<file path="config.mk">
export PLATFORM = sky130hd
export DESIGN_NAME = sd_blk_rx
export DESIGN_NICKNAME = d
export VERILOG_FILES = /design/src/rtl/sdrx_pkg.sv /design/src/rtl/sdrx_crc_ser.sv /design/src/rtl/sdrx_seq.sv /design/src/rtl/sdrx_byte_hold.sv /design/src/rtl/sdrx_status.sv /design/src/rtl/sd_blk_rx.sv
export SDC_FILE = /design/constraint.sdc
export NUM_CORES = 1
export LEC_CHECK = 0
export BUFFER_PORTS_ARGS = -buffer_cell sky130_fd_sc_hd__buf_2
export CAP_MARGIN = 40
export CORE_ASPECT_RATIO = 0.8
export CORE_MARGIN = 4
export CORE_UTILIZATION = 62
export CTS_BUF_LIST = sky130_fd_sc_hd__clkbuf_8
export DETAILED_ROUTE_END_ITERATION = 10
export GPL_TIMING_DRIVEN = 0
export PLACE_DENSITY_LB_ADDON = 0.25
export RECOVER_POWER = 50
export SYNTH_ARGS = -nofsm -noshare
export SYNTH_HDL_FRONTEND = slang
export SYNTH_HIERARCHICAL = 1
export SYNTH_SLANG_ARGS = --single-unit
</file>
<file path="constraint.sdc">
create_clock -name clk -period 2.4 [get_ports clk]
set_input_delay 0.24 -clock clk [delete_from_list [all_inputs] [get_ports clk]]
set_output_delay 0.24 -clock clk [all_outputs]
set_load 0.01 [all_outputs]
</file>
<file path="src/rtl/sdrx_pkg.sv">
package sdrx_pkg;
   typedef enum logic [2:0] {
      ST_IDLE,
      ST_HUNT,
      ST_PAYLOAD,
      ST_CHECK,
      ST_STOP
   } rx_state_t;

   localparam int STS_DONE  = 0;
   localparam int STS_CRC   = 1;
   localparam int STS_FRAME = 2;
   localparam int STS_W     = 3;
endpackage

</file>
<file path="src/rtl/sdrx_crc_ser.sv">
module sdrx_crc_ser #(
   parameter int             CRC_W = 16,
   parameter logic [CRC_W-1:0] POLY = 16'h1021
) (
   input  logic             clk,
   input  logic             rst_n,
   input  logic             clear,
   input  logic             shift,
   input  logic             din,
   output logic [CRC_W-1:0] crc
);
   logic [CRC_W-1:0] crc_q;
   logic [CRC_W-1:0] crc_d;
   logic             fb;

   assign fb       = crc_q[CRC_W-1] ^ din;
   assign crc_d[0] = fb & POLY[0];

   for (genvar i = 1; i < CRC_W; i++) begin : g_tap
      if (POLY[i]) begin : g_xor
         assign crc_d[i] = crc_q[i-1] ^ fb;
      end else begin : g_pass
         assign crc_d[i] = crc_q[i-1];
      end
   end

   always_ff @(posedge clk or negedge rst_n) begin
      if (!rst_n)     crc_q <= '0;
      else if (clear) crc_q <= '0;
      else if (shift) crc_q <= crc_d;
   end

   assign crc = crc_q;
endmodule

</file>
<file path="src/rtl/sdrx_seq.sv">
module sdrx_seq
   import sdrx_pkg::*;
#(
   parameter int BLK_BYTES = 512,
   parameter int CRC_W     = 16,
   parameter int DW        = 8
) (
   input  logic             clk,
   input  logic             rst_n,
   input  logic             en,
   input  logic             stb,
   input  logic             dat,
   output logic             start_hit,
   output logic             pay_bit,
   output logic             byte_push,
   output logic [DW-1:0]    byte_val,
   output logic [CRC_W-1:0] rx_crc,
   output logic             fin,
   output logic             end_ok
);
   localparam int PAY_BITS = BLK_BYTES * DW;
   localparam int CNT_W    = $clog2(PAY_BITS + 1);
   localparam int LOG_DW   = $clog2(DW);

   rx_state_t        state_q;
   logic [CNT_W-1:0] cnt_q;
   logic [DW-2:0]    shreg_q;
   logic [CRC_W-1:0] rx_crc_q;

   assign start_hit = (state_q == ST_HUNT) && stb && !dat;
   assign pay_bit   = (state_q == ST_PAYLOAD) && stb;
   assign byte_val  = {shreg_q, dat};
   assign byte_push = pay_bit && (&cnt_q[LOG_DW-1:0]);
   assign fin       = (state_q == ST_STOP) && stb;
   assign end_ok    = dat;
   assign rx_crc    = rx_crc_q;

   always_ff @(posedge clk or negedge rst_n) begin
      if (!rst_n) begin
         state_q  <= ST_IDLE;
         cnt_q    <= '0;
         shreg_q  <= '0;
         rx_crc_q <= '0;
      end else begin
         case (state_q)
            ST_IDLE: if (en) state_q <= ST_HUNT;
            ST_HUNT: if (start_hit) begin
               state_q <= ST_PAYLOAD;
               cnt_q   <= '0;
            end
            ST_PAYLOAD: if (stb) begin
               shreg_q <= byte_val[DW-2:0];
               if (cnt_q == CNT_W'(PAY_BITS - 1)) begin
                  state_q <= ST_CHECK;
                  cnt_q   <= '0;
               end else begin
                  cnt_q <= cnt_q + 1'b1;
               end
            end
            ST_CHECK: if (stb) begin
               rx_crc_q <= {rx_crc_q[CRC_W-2:0], dat};
               if (cnt_q == CNT_W'(CRC_W - 1)) begin
                  state_q <= ST_STOP;
                  cnt_q   <= '0;
               end else begin
                  cnt_q <= cnt_q + 1'b1;
               end
            end
            ST_STOP: if (stb) state_q <= ST_IDLE;
            default: state_q <= ST_IDLE;
         endcase
      end
   end
endmodule

</file>
<file path="src/rtl/sdrx_byte_hold.sv">
module sdrx_byte_hold #(
   parameter int DW = 8
) (
   input  logic          clk,
   input  logic          rst_n,
   input  logic          push,
   input  logic [DW-1:0] push_data,
   output logic          m_valid,
   output logic [DW-1:0] m_data,
   input  logic          m_ready
);
   logic          vld_q;
   logic [DW-1:0] dat_q;

   always_ff @(posedge clk or negedge rst_n) begin
      if (!rst_n) begin
         vld_q <= 1'b0;
         dat_q <= '0;
      end else if (push) begin
         vld_q <= 1'b1;
         dat_q <= push_data;
      end else if (m_ready) begin
         vld_q <= 1'b0;
      end
   end

   assign m_valid = vld_q;
   assign m_data  = dat_q;
endmodule

</file>
<file path="src/rtl/sdrx_status.sv">
module sdrx_status #(
   parameter int W = 3
) (
   input  logic         clk,
   input  logic         rst_n,
   input  logic [W-1:0] set_v,
   input  logic [W-1:0] clr_v,
   output logic [W-1:0] q
);
   for (genvar b = 0; b < W; b++) begin : g_bit
      logic bit_q;
      always_ff @(posedge clk or negedge rst_n) begin
         if (!rst_n)        bit_q <= 1'b0;
         else if (set_v[b]) bit_q <= 1'b1;
         else if (clr_v[b]) bit_q <= 1'b0;
      end
      assign q[b] = bit_q;
   end
endmodule

</file>
<file path="src/rtl/sd_blk_rx.sv">
module sd_blk_rx
   import sdrx_pkg::*;
#(
   parameter int             BLK_BYTES = 512,
   parameter int             DW        = 8,
   parameter int             CRC_W     = 16,
   parameter logic [CRC_W-1:0] CRC_POLY = 16'h1021
) (
   input  logic             clk,
   input  logic             rst_n,
   input  logic             go_set,
   input  logic             irq_en,
   input  logic [STS_W-1:0] sts_clr,
   input  logic             card_stb,
   input  logic             card_dat,
   input  logic             m_ready,
   output logic             m_valid,
   output logic [DW-1:0]    m_data,
   output logic             busy,
   output logic [STS_W-1:0] sts,
   output logic             irq
);
   if (DW < 2 || DW != (1 << $clog2(DW))) begin : g_bad_dw
      $error("sd_blk_rx: DW must be a power of two of at least 2");
   end
   if (BLK_BYTES < 1 || BLK_BYTES * DW < CRC_W) begin : g_bad_blk
      $error("sd_blk_rx: block must hold at least CRC_W bits");
   end
   if (CRC_W < 2) begin : g_bad_crc
      $error("sd_blk_rx: CRC_W must be at least 2");
   end

   logic             en_q;
   logic             start_hit;
   logic             pay_bit;
   logic             byte_push;
   logic [DW-1:0]    byte_val;
   logic [CRC_W-1:0] rx_crc;
   logic [CRC_W-1:0] calc_crc;
   logic             fin;
   logic             end_ok;
   logic [STS_W-1:0] sts_set;

   always_ff @(posedge clk or negedge rst_n) begin
      if (!rst_n) en_q <= 1'b0;
      else        en_q <= go_set | (en_q & ~fin);
   end

   sdrx_seq #(
      .BLK_BYTES(BLK_BYTES),
      .CRC_W    (CRC_W),
      .DW       (DW)
   ) u_seq (
      .clk      (clk),
      .rst_n    (rst_n),
      .en       (en_q),
      .stb      (card_stb),
      .dat      (card_dat),
      .start_hit(start_hit),
      .pay_bit  (pay_bit),
      .byte_push(byte_push),
      .byte_val (byte_val),
      .rx_crc   (rx_crc),
      .fin      (fin),
      .end_ok   (end_ok)
   );

   sdrx_crc_ser #(
      .CRC_W(CRC_W),
      .POLY (CRC_POLY)
   ) u_crc (
      .clk  (clk),
      .rst_n(rst_n),
      .clear(start_hit),
      .shift(pay_bit),
      .din  (card_dat),
      .crc  (calc_crc)
   );

   sdrx_byte_hold #(
      .DW(DW)
   ) u_hold (
      .clk      (clk),
      .rst_n    (rst_n),
      .push     (byte_push),
      .push_data(byte_val),
      .m_valid  (m_valid),
      .m_data   (m_data),
      .m_ready  (m_ready)
   );

   always_comb begin
      sts_set            = '0;
      sts_set[STS_DONE]  = fin;
      sts_set[STS_CRC]   = fin && (rx_crc != calc_crc);
      sts_set[STS_FRAME] = fin && !end_ok;
   end

   sdrx_status #(
      .W(STS_W)
   ) u_sts (
      .clk  (clk),
      .rst_n(rst_n),
      .set_v(sts_set),
      .clr_v(sts_clr),
      .q    (sts)
   );

   assign busy = en_q;
   assign irq  = sts[STS_DONE] & irq_en;
endmodule

</file>
# Word level (Yosys, flattened, before mapping)
# Cells that the tools add are included.
totals:
  reg_bits: 68
  in_bits: 10
op_classes:
  n_addsub: 1
  eq_ne: 14
  mux: 24
  bitwise_logic: 7
  reduce_logical: 20
ops:
  columns: ["operator", "count"]
  rows:
  - ["13-bit two-way mux", 5]
  - ["13-bit one-hot mux with 3 select lines", 1]
  - ["16-bit two-way mux", 2]
  - ["3-bit two-way mux", 7]
  - ["16-bit != test", 1]
  - ["3-bit one-hot mux with 5 select lines", 1]
  - ["13-bit by 1-bit adder with 13-bit output, second input constant", 1]
  - ["13-bit by 12-bit == test with 1-bit output, second input constant", 1]
  - ["13-bit by 4-bit == test with 1-bit output, second input constant", 1]
  - ["2-bit != test, second input constant", 6]
  - ["2-bit nonzero test", 5]
  - ["1-bit two-way mux", 8]
  - ["1-bit logical AND", 7]
  - ["7-bit AND reduction", 1]
  - ["3-bit by 2-bit == test with 1-bit output, second input constant", 2]
  - ["2-bit AND reduction", 2]
  - ["4-bit AND reduction", 1]
  - ["3-bit by 1-bit == test with 1-bit output, second input constant", 1]
  - ["3-bit == test, second input constant", 1]
  - ["3-bit logical NOT", 1]
  - ["3-bit AND reduction", 1]
  - ["3-bit nonzero test", 1]
  - ["1-bit XOR", 3]
  - ["1-bit bitwise AND", 2]
  - ["4 further kinds", 4]

# Logic depth before layout (Yosys ltp)
# Gate-level depths: netlist of run 1.
depth:
  word_depth: 5
  depth_mapped: 8
  depth_no_buf: 6

# Cells and area by module
# Netlist of run 1, hierarchy kept.
modules_own_cells:
  columns: ["module", "n_inst", "cells_per_inst", "area_each_um2", "seq_area_each_um2"]
  rows:
  - ["sdrx_seq", 1, 163, 1841.8, 975.9]
  - ["sdrx_crc_ser", 1, 58, 688.2, 400.4]
  - ["sdrx_byte_hold", 1, 20, 369.1, 225.2]
  - ["sd_blk_rx", 1, 26, 220.2, 25.0]
  - ["sdrx_status", 1, 12, 131.4, 75.1]

# Worst setup path after synthesis of run 1
# OpenSTA, ideal clock, no wires.
synth_path:
  kind: "flip-flop to flip-flop"
  startpoint: "reg u_seq.cnt_q[6]"
  endpoint: "reg u_seq.cnt_q[4]"
  setup_ps: 126
  t_arrival_ps: 1922
  required_ps: 2274
  path_slack_ps: 353
  path_stages_with_launch: 7
  n_path_buf: 1
  cell_sequence: "dfrtp_1 -> or4_1 -> or4_4 -> and3_1 -> buf_6 -> a21oi_2 -> o22ai_1"
synth_via:
  elab_chain_len: 4
  elab_cells_between_ends: 7
  cone_classes: "eq/ne: 2; mux: 5"
synth_rtl:
  columns: ["item", "line", "text"]
  rows:
  - ["from (decl)", "sdrx_seq.sv:26", "logic [CNT_W-1:0] cnt_q;"]
  - ["from (signal assigned)", "sdrx_seq.sv:57", "cnt_q <= cnt_q + 1'b1;"]
  - ["from (signal assigned)", "sdrx_seq.sv:66", "cnt_q <= cnt_q + 1'b1;"]
  - ["13-bit by 4-bit == test with 1-bit output / 13-bit by 12-bit == test with 1-bit output (equally long branches)", "sdrx_seq.sv:62, sdrx_seq.sv:53", null]
  - ["13-bit two-way mux (on tied branches)", "sdrx_seq.sv:62, sdrx_seq.sv:53", null]
  - ["13-bit two-way mux (on tied branches)", "sdrx_seq.sv:60, sdrx_seq.sv:51", null]
  - ["13-bit one-hot mux with 3 select lines (*)", "sdrx_seq.sv:45", "case (state_q)"]
# Mark *: on every way between the ends. The rest lies on a longest branch, timed or not. The select of a mux whose other input is x is not followed.
# A chain may end at the register's enable or synchronous reset.

# Final worst setup path of run 1
layout_path:
  startpoint: "reg u_seq.cnt_q[5]"
  endpoint: "reg u_seq.cnt_q[5]"
layout_via:
  elab_chain_len: 4
  elab_cells_between_ends: 8
  cone_classes: "add/sub: 1; eq/ne: 2; mux: 5"
layout_rtl:
  columns: ["item", "line"]
  rows:
  - ["13-bit by 1-bit adder with 13-bit output, or another cell as far along", "sdrx_seq.sv:57, sdrx_seq.sv:66"]
  - ["13-bit two-way mux (on tied branches)", "sdrx_seq.sv:62, sdrx_seq.sv:53"]
  - ["13-bit two-way mux (on tied branches)", "sdrx_seq.sv:60, sdrx_seq.sv:51"]
  - ["13-bit one-hot mux with 3 select lines (*)", "sdrx_seq.sv:45"]
# Marked as above.

==> metrics, run 1 <==
synthesized cell area=3251 sq um; Starting Density=0.6455; Post-Route Utilization=0.7272; top post-synthesis cells by area=dfrtp_1, mux2_2, mux2i_1, xor2_1, mux2_4; Die X-Extent=88.96 um; #FFs+latches synth=68; dpl hpwl=4.391 mm; vias in the first global route=2220; Post-Syn Instances=279; WP data required=2620 ps; CP Cell Sequence=or4_1 > or4_4 > nand3_1 > a2bb2oi_1 > o31ai_1; Final Hold Viols=0; slowest CP cell=or4_1; asr flop ratio synth=1.000; crit start category=flop; DR vias=2219; Rel. slew slack=-0.09013; Final WS setup=116.0 ps; share of cells above drive strength 1=0.2736; area share of the largest cell type after synthesis=0.5235; CP peak stage delay=550 ps; CTS Hold Buffers Added=0; Leakage=1.757 nW; core area=5036 sq um; worst hold slack=85.30 ps; row count=23; final WL=6.278 mm; crit-path leading delay family=simple AND/OR/NAND/NOR gates; Overflow after GRT=0; First-pass DRT Iterations=4; Cell Area, Placed=3446 sq um; IO buf count=23; maximum net fanout on the critical path=8; Max VDD drop=824.8 uV; fin. max-slew vios=69; max-cap violations=1; RSZ-0062 raised after global routing=false; first-pass GRT wire length=10.52 mm; largest net degree at the start of global routing=69; Worst Skew=7.280 ps; Placer Congestion=0.8915; clock root cell=clkbuf_8; H-tree depth=3; total die area=6473 sq um; CP Data Arrival Time=2510 ps; initial antenna violation count=0; post-synth top area cell=dfrtp_1; Post-Syn Nets=291; DR iter-0 viols=165; Primary FF master, synth=dfrtp_1; Die Y=72.77 um; pre-CTS WS=176.0 ps; Routed Antenna Nets=0; distinct cell type count after synthesis=49; minimum clock period=2284 ps; Critical path buffers and inverters=0; Seq/Total Area, Yosys=0.5235; Final setup violation count=0; Hold Crit Class=in2reg; share of the cycle needed by the critical path after routing=0.9517; wire per inst=16.52 um; clk buf depth=2; Clk Latency, worst-skew pair=340 ps; critical path class=reg2reg; fmax=437.8 MHz; CTS tree=done; # DRC=0; failing checks=max-capacitance violations, max-slew violations; GRT Resource Usage Total=0.2131; pwr dens=1054 nW/um^2; Setup Buffers After CTS=0; # IOs=24; CTS Buf Count=9; CP Capture Type=flop; syn_area_per_cell=11.65 sq um; Antenna Cells=0; Final Cell Area=3662 sq um; clock sinks=68; Clock transition at path regs=80 ps; drt via density=5.839; status=finished with violations; Post-synth EDFFs=0; Setup TNS=0 ps; Area growth syn-to-layout=12.66%; # resized after CTS=0; synth warn=6; Slew @ Worst Pin=1635 ps; fin nets=325
## report_power, final
group | switching, mW | internal, mW | total (mW) | leakage [nW]
registers | 0.364 | 1.53 | 1.89 | 0.838
logic | 0.426 | 0.494 | 0.920 | 0.809
clock network | 0.433 | 0.613 | 1.05 | 0.110
## cells by family after synthesis
logic type / count (synthesis) / synth area share
compound gates: 29 / 0.05967
xor+xnor: 19 / 0.05119
fa+ha+maj: 2 / 0.007697
buf+inv: 26 / 0.04581
flops: 68 / 0.5235
mux: 46 / 0.1632
simple gates: 89 / 0.1490
## path summary, 6_finish.rpt
kind,end,startpoint,cells after the start,slack [ps]
max,u_seq/cnt_q[5],u_seq/cnt_q[5],5,120
min,busy,go_set,2,90
max reg2reg,u_seq/cnt_q[5],u_seq/cnt_q[5],5,120
min reg2reg,u_hold/m_valid,u_hold/m_valid,1,490
max in group asynchronous,u_seq/state_q[0],rst_n,1,1110
min in group asynchronous,u_hold/m_valid,rst_n,1,320
## layout make-up
| class | instances | area [sq um] |
|---|---|---|
| Clock inverter | 6 | 87.58 |
| Timing Repair Buffer | 23 | 107.6 |
| Tap cell | 62 | 77.57 |
| Inverter | 10 | 37.54 |
| Buffer | 16 | 112.6 |
| Multi-Input combinational cell | 185 | 1400 |
| Fill cell | 356 | 1374 |
| Clock buffer | 10 | 137.6 |
| Sequential cell | 68 | 1702 |
## routing by layer
layer / track usage / share of wire
met4: 0.05289 / 0.0073
met1: 0.2949 / 0.46
met3: 0.06095 / 0.060
met5: 0 / 0
met2: 0.3344 / 0.47
## layout by cell type, fill, tap and decap left out, drive strengths merged, types with 4 or more instances in the layout
master / n
dfrtp: 68
mux2: 32
buf: 28
clkbuf: 21
nor2: 20
nand2: 18
xor2: 16
mux2i: 14
inv: 12
nand3: 11
a21oi: 9
nor4: 5
nor3: 5
a21o: 5
o21ai: 4
or4: 4
## registers in the layout (all words and copies together) (netlist names)
register,count
u_seq/state_q,3
u_seq/cnt_q,13
u_hold/m_data,8
u_hold/m_valid,1
u_seq/rx_crc,16
u_crc/crc,16
u_seq/shreg_q,7
busy,1
u_sts/g_bit.bit_q,3
## cell usage after synthesis, types with 3 or more instances
cell type  number
a21o_1          4
a21oi_1         8
and3_1          3
buf_4           8
clkbuf_1        3
dfrtp_1        68
inv_1          10
mux2_2         24
mux2_4          8
mux2i_1        14
nand2_1        18
nand3_1        11
nand4_1         3
nand4b_1        3
nor2_1         20
nor3_1          5
nor4_1          5
o21ai_0         4
or4_1           3
xnor2_1         3
xor2_1         16
## metrics by stage
step	power (mW)	instances
floorplan	2.517	279
global placement	2.763	364
detailed placement	2.841	364
CTS	3.904	380
global route	4.103	380
finish	3.859	380
No activity file was read; power rests on OpenSTA's default activity.
==> inputs of run 2 (changes only) <==
--- a/config.mk
+++ b/config.mk
@@ -9,7 +9,7 @@
 export CAP_MARGIN = 40
 export CORE_ASPECT_RATIO = 0.8
 export CORE_MARGIN = 4
-export CORE_UTILIZATION = 62
+export CORE_UTILIZATION = 56
 export CTS_BUF_LIST = sky130_fd_sc_hd__clkbuf_8
 export DETAILED_ROUTE_END_ITERATION = 10
 export GPL_TIMING_DRIVEN = 0
@@ -17,5 +17,4 @@
 export RECOVER_POWER = 50
 export SYNTH_ARGS = -nofsm -noshare
 export SYNTH_HDL_FRONTEND = slang
-export SYNTH_HIERARCHICAL = 1
 export SYNTH_SLANG_ARGS = --single-unit
==> constraint.sdc (replaced) <==
create_clock -name clk -period 2.1 [get_ports clk]
set_input_delay 0.21 -clock clk [delete_from_list [all_inputs] [get_ports clk]]
set_output_delay 0.21 -clock clk [all_outputs]
set_load 0.01 [all_outputs]
==> run 2 against run 1 <==
- the flow now finishes without violations
- combinational power increased by 57%
- count of clock-buffer cells in the layout decreased by 1
- area after synthesis increased by 0.46%
- setup slack improved by 58 ps
- sequential power increased by 11%
- total power increased by 20%
- clock power increased by 4%
- wire length increased by 2.1%
- non-clock buffer count increased by 2
- utilization decreased by 6.0 points
==> metrics, run 2 <==
CP peak stage delay=410 ps; Leakage=1.697 nW; core area=5555 sq um; Final setup violation count=0; Critical path buffers and inverters=1; dpl hpwl=4.490 mm; Post-synth EDFFs=0; Post-synth top cells=dfrtp_1, nand2_1, mux2_2; fmax=519.1 MHz; Clock transition at path regs=80 ps; Slew @ Worst Pin=1349 ps; Die X-Extent=93.38 um; synth warn=0; Routed Antenna Nets=0; GRT Resource Usage Total=0.1978; critical path class=reg2reg; DR vias=2395; Max VDD drop=728.6 uV; # DRC=0; crit-path leading delay family=compound AO/OA/AOI/OAI gates; total die area=7125 sq um; # resized after CTS=0; crit start category=flop; First-pass DRT Iterations=4; CP Data Arrival Time=2130 ps; R2R depth=6; Setup Buffers After CTS=0; CTS tree=done; Setup TNS=0 ps; CTS Buf Count=9; IO buf count=23; Die Y=76.30 um; fin. max-slew vios=0; share of the cycle needed by the critical path after routing=0.9173; # IOs=24; worst r2r src=u_seq.cnt_q[0]; DR iter-0 viols=127; Primary FF master, synth=dfrtp_1; Worst Hold Launch=m_ready; Post-Syn Instances=312; Starting Density=0.5878; final WL=6.407 mm; maximum net fanout on the critical path=6; CP Cell Sequence=ha_1 > and3_1 > clkbuf_1 > o211ai_1 > o311ai_0 > o31ai_1; Placer Congestion=0.8640; vias in the first global route=2388; WP data required=2310 ps; Area growth syn-to-layout=13.45%; Rel. slew slack=0.1004; Worst Skew=11.28 ps; met2 routed WL=2.775 mm; syn_area_per_cell=10.47 sq um; asr flop ratio synth=1.000; fin nets=360; Hold Crit Depth=2; H-tree depth=3; clock sinks=68; hold endpoint=u_hold.m_valid; DR top layer=met4; CTS Hold Buffers Added=1; RSZ-0062 raised after global routing=false; Post-Syn Nets=324; distinct cell type count after synthesis=54; most numerous cell in the Yosys netlist=dfrtp_1; Final Hold Viols=0; area share of the largest cell type after synthesis=0.5211; pwr dens=1246 nW/um^2; met1 WL=3.224 mm; row count=24; clk buf depth=2; slowest CP cell=dfrtp_1; met3 routed WL=324 um; Seq/Total Area, Yosys=0.5211; commonest non-fill, non-tap cells in the layout=dfrtp_1, nand2_1, mux2_2, buf_2, xnor2_1; Hold Crit Class=in2reg; max-cap violations=0; #FFs+latches synth=68; minimum clock period=1926 ps; Register-to-Register Setup Slack=170 ps; drt via density=5.557; Overflow after GRT=0; Pwr Total=4.615 mW; top post-synthesis cells by area=dfrtp_1, mux2_2, nand2_1, xnor2_1, a21oi_1; post-synth top area cell=dfrtp_1; status=completed; Antenna Cells=0; largest net degree at the start of global routing=47; CP Capture Type=flop; initial antenna violation count=0; commonest non-fill, non-tap cell in the layout=dfrtp_1; reg2reg end=u_seq.cnt_q[12]; wire per inst=14.87 um; share of cells above drive strength 1=0.2238; clock root cell=clkbuf_8; worst hold slack=56.62 ps; synthesized cell area=3266 sq um; Clk Latency, worst-skew pair=350 ps; first-pass GRT wire length=11.25 mm
run 2: kinds of logic (layout without fill, tap and decap cells):
family | after synthesis | in the layout | share of synthesized area
DFF | 68 | 68 | 0.5211
xor gates and xnor gates | 20 | 20 | 0.05364
adders and majority gates | 2 | 2 | 0.007662
AOI/OAI and AO/OA | 50 | 50 | 0.09387
muxes | 26 | 26 | 0.08889
and+or+nand+nor | 120 | 120 | 0.1954
buffers and inverters | 26 | 67 | 0.03946
run 2: worst max path at each step:
| stage | start | cells after the start | end |
|---|---|---|---|
| global placement | u_seq.cnt_q[0] | 6 | u_seq.state_q[0] |
| floorplan | u_seq.state_q[2] | 5 | u_seq.rx_crc[10] |
| detailed placement | u_seq.state_q[2] | 5 | u_seq.rx_crc[5] |
| global route | u_seq.cnt_q[0] | 6 | u_seq.cnt_q[12] |
| CTS | u_seq.state_q[2] | 5 | u_seq.rx_crc[5] |
| finish | u_seq.cnt_q[0] | 6 | u_seq.cnt_q[12] |
run 2: report_power, final:
part           total (mW)  switching [mW]  internal [mW]
combinational        1.44           0.754          0.687
sequential           2.09           0.374           1.72
clock                1.09           0.529          0.556
total                4.62            1.66           2.96
run 2: per-stage QoR:
| stage | std cells | util | setup WS [ps] | cell area, sq um |
|---|---|---|---|---|
| final | 431 | 0.6669 | 173.8 | 3705 |
| after global routing | 431 | 0.6669 | 45.71 | 3705 |
| after CTS | 431 | 0.6691 | 189.1 | 3717 |
| after detailed placement | 414 | 0.6315 | 197.3 | 3508 |
| after global placement | 413 | 0.6261 | 220.5 | 3478 |
| after floorplan | 312 | - | 444.4 | 3266 |
run 2: cell type report:
type	instances	area, sq um
timing repair buffer	25	142.6
multi-input combinational	218	1435
sequential	68	1702
clock inverter	7	75.07
inverter	10	37.54
tap	78	97.59
buffer	16	91.34
fill	434	1851
clock buffer	9	123.9
run 2: routing by layer:
metal / vias up / GRT usage
met5: - / 0
met4: 0 / 0.06149
met3: 9 / 0.05528
met2: 63 / 0.2884
met1: 1160 / 0.2865
li1: 1163 / -
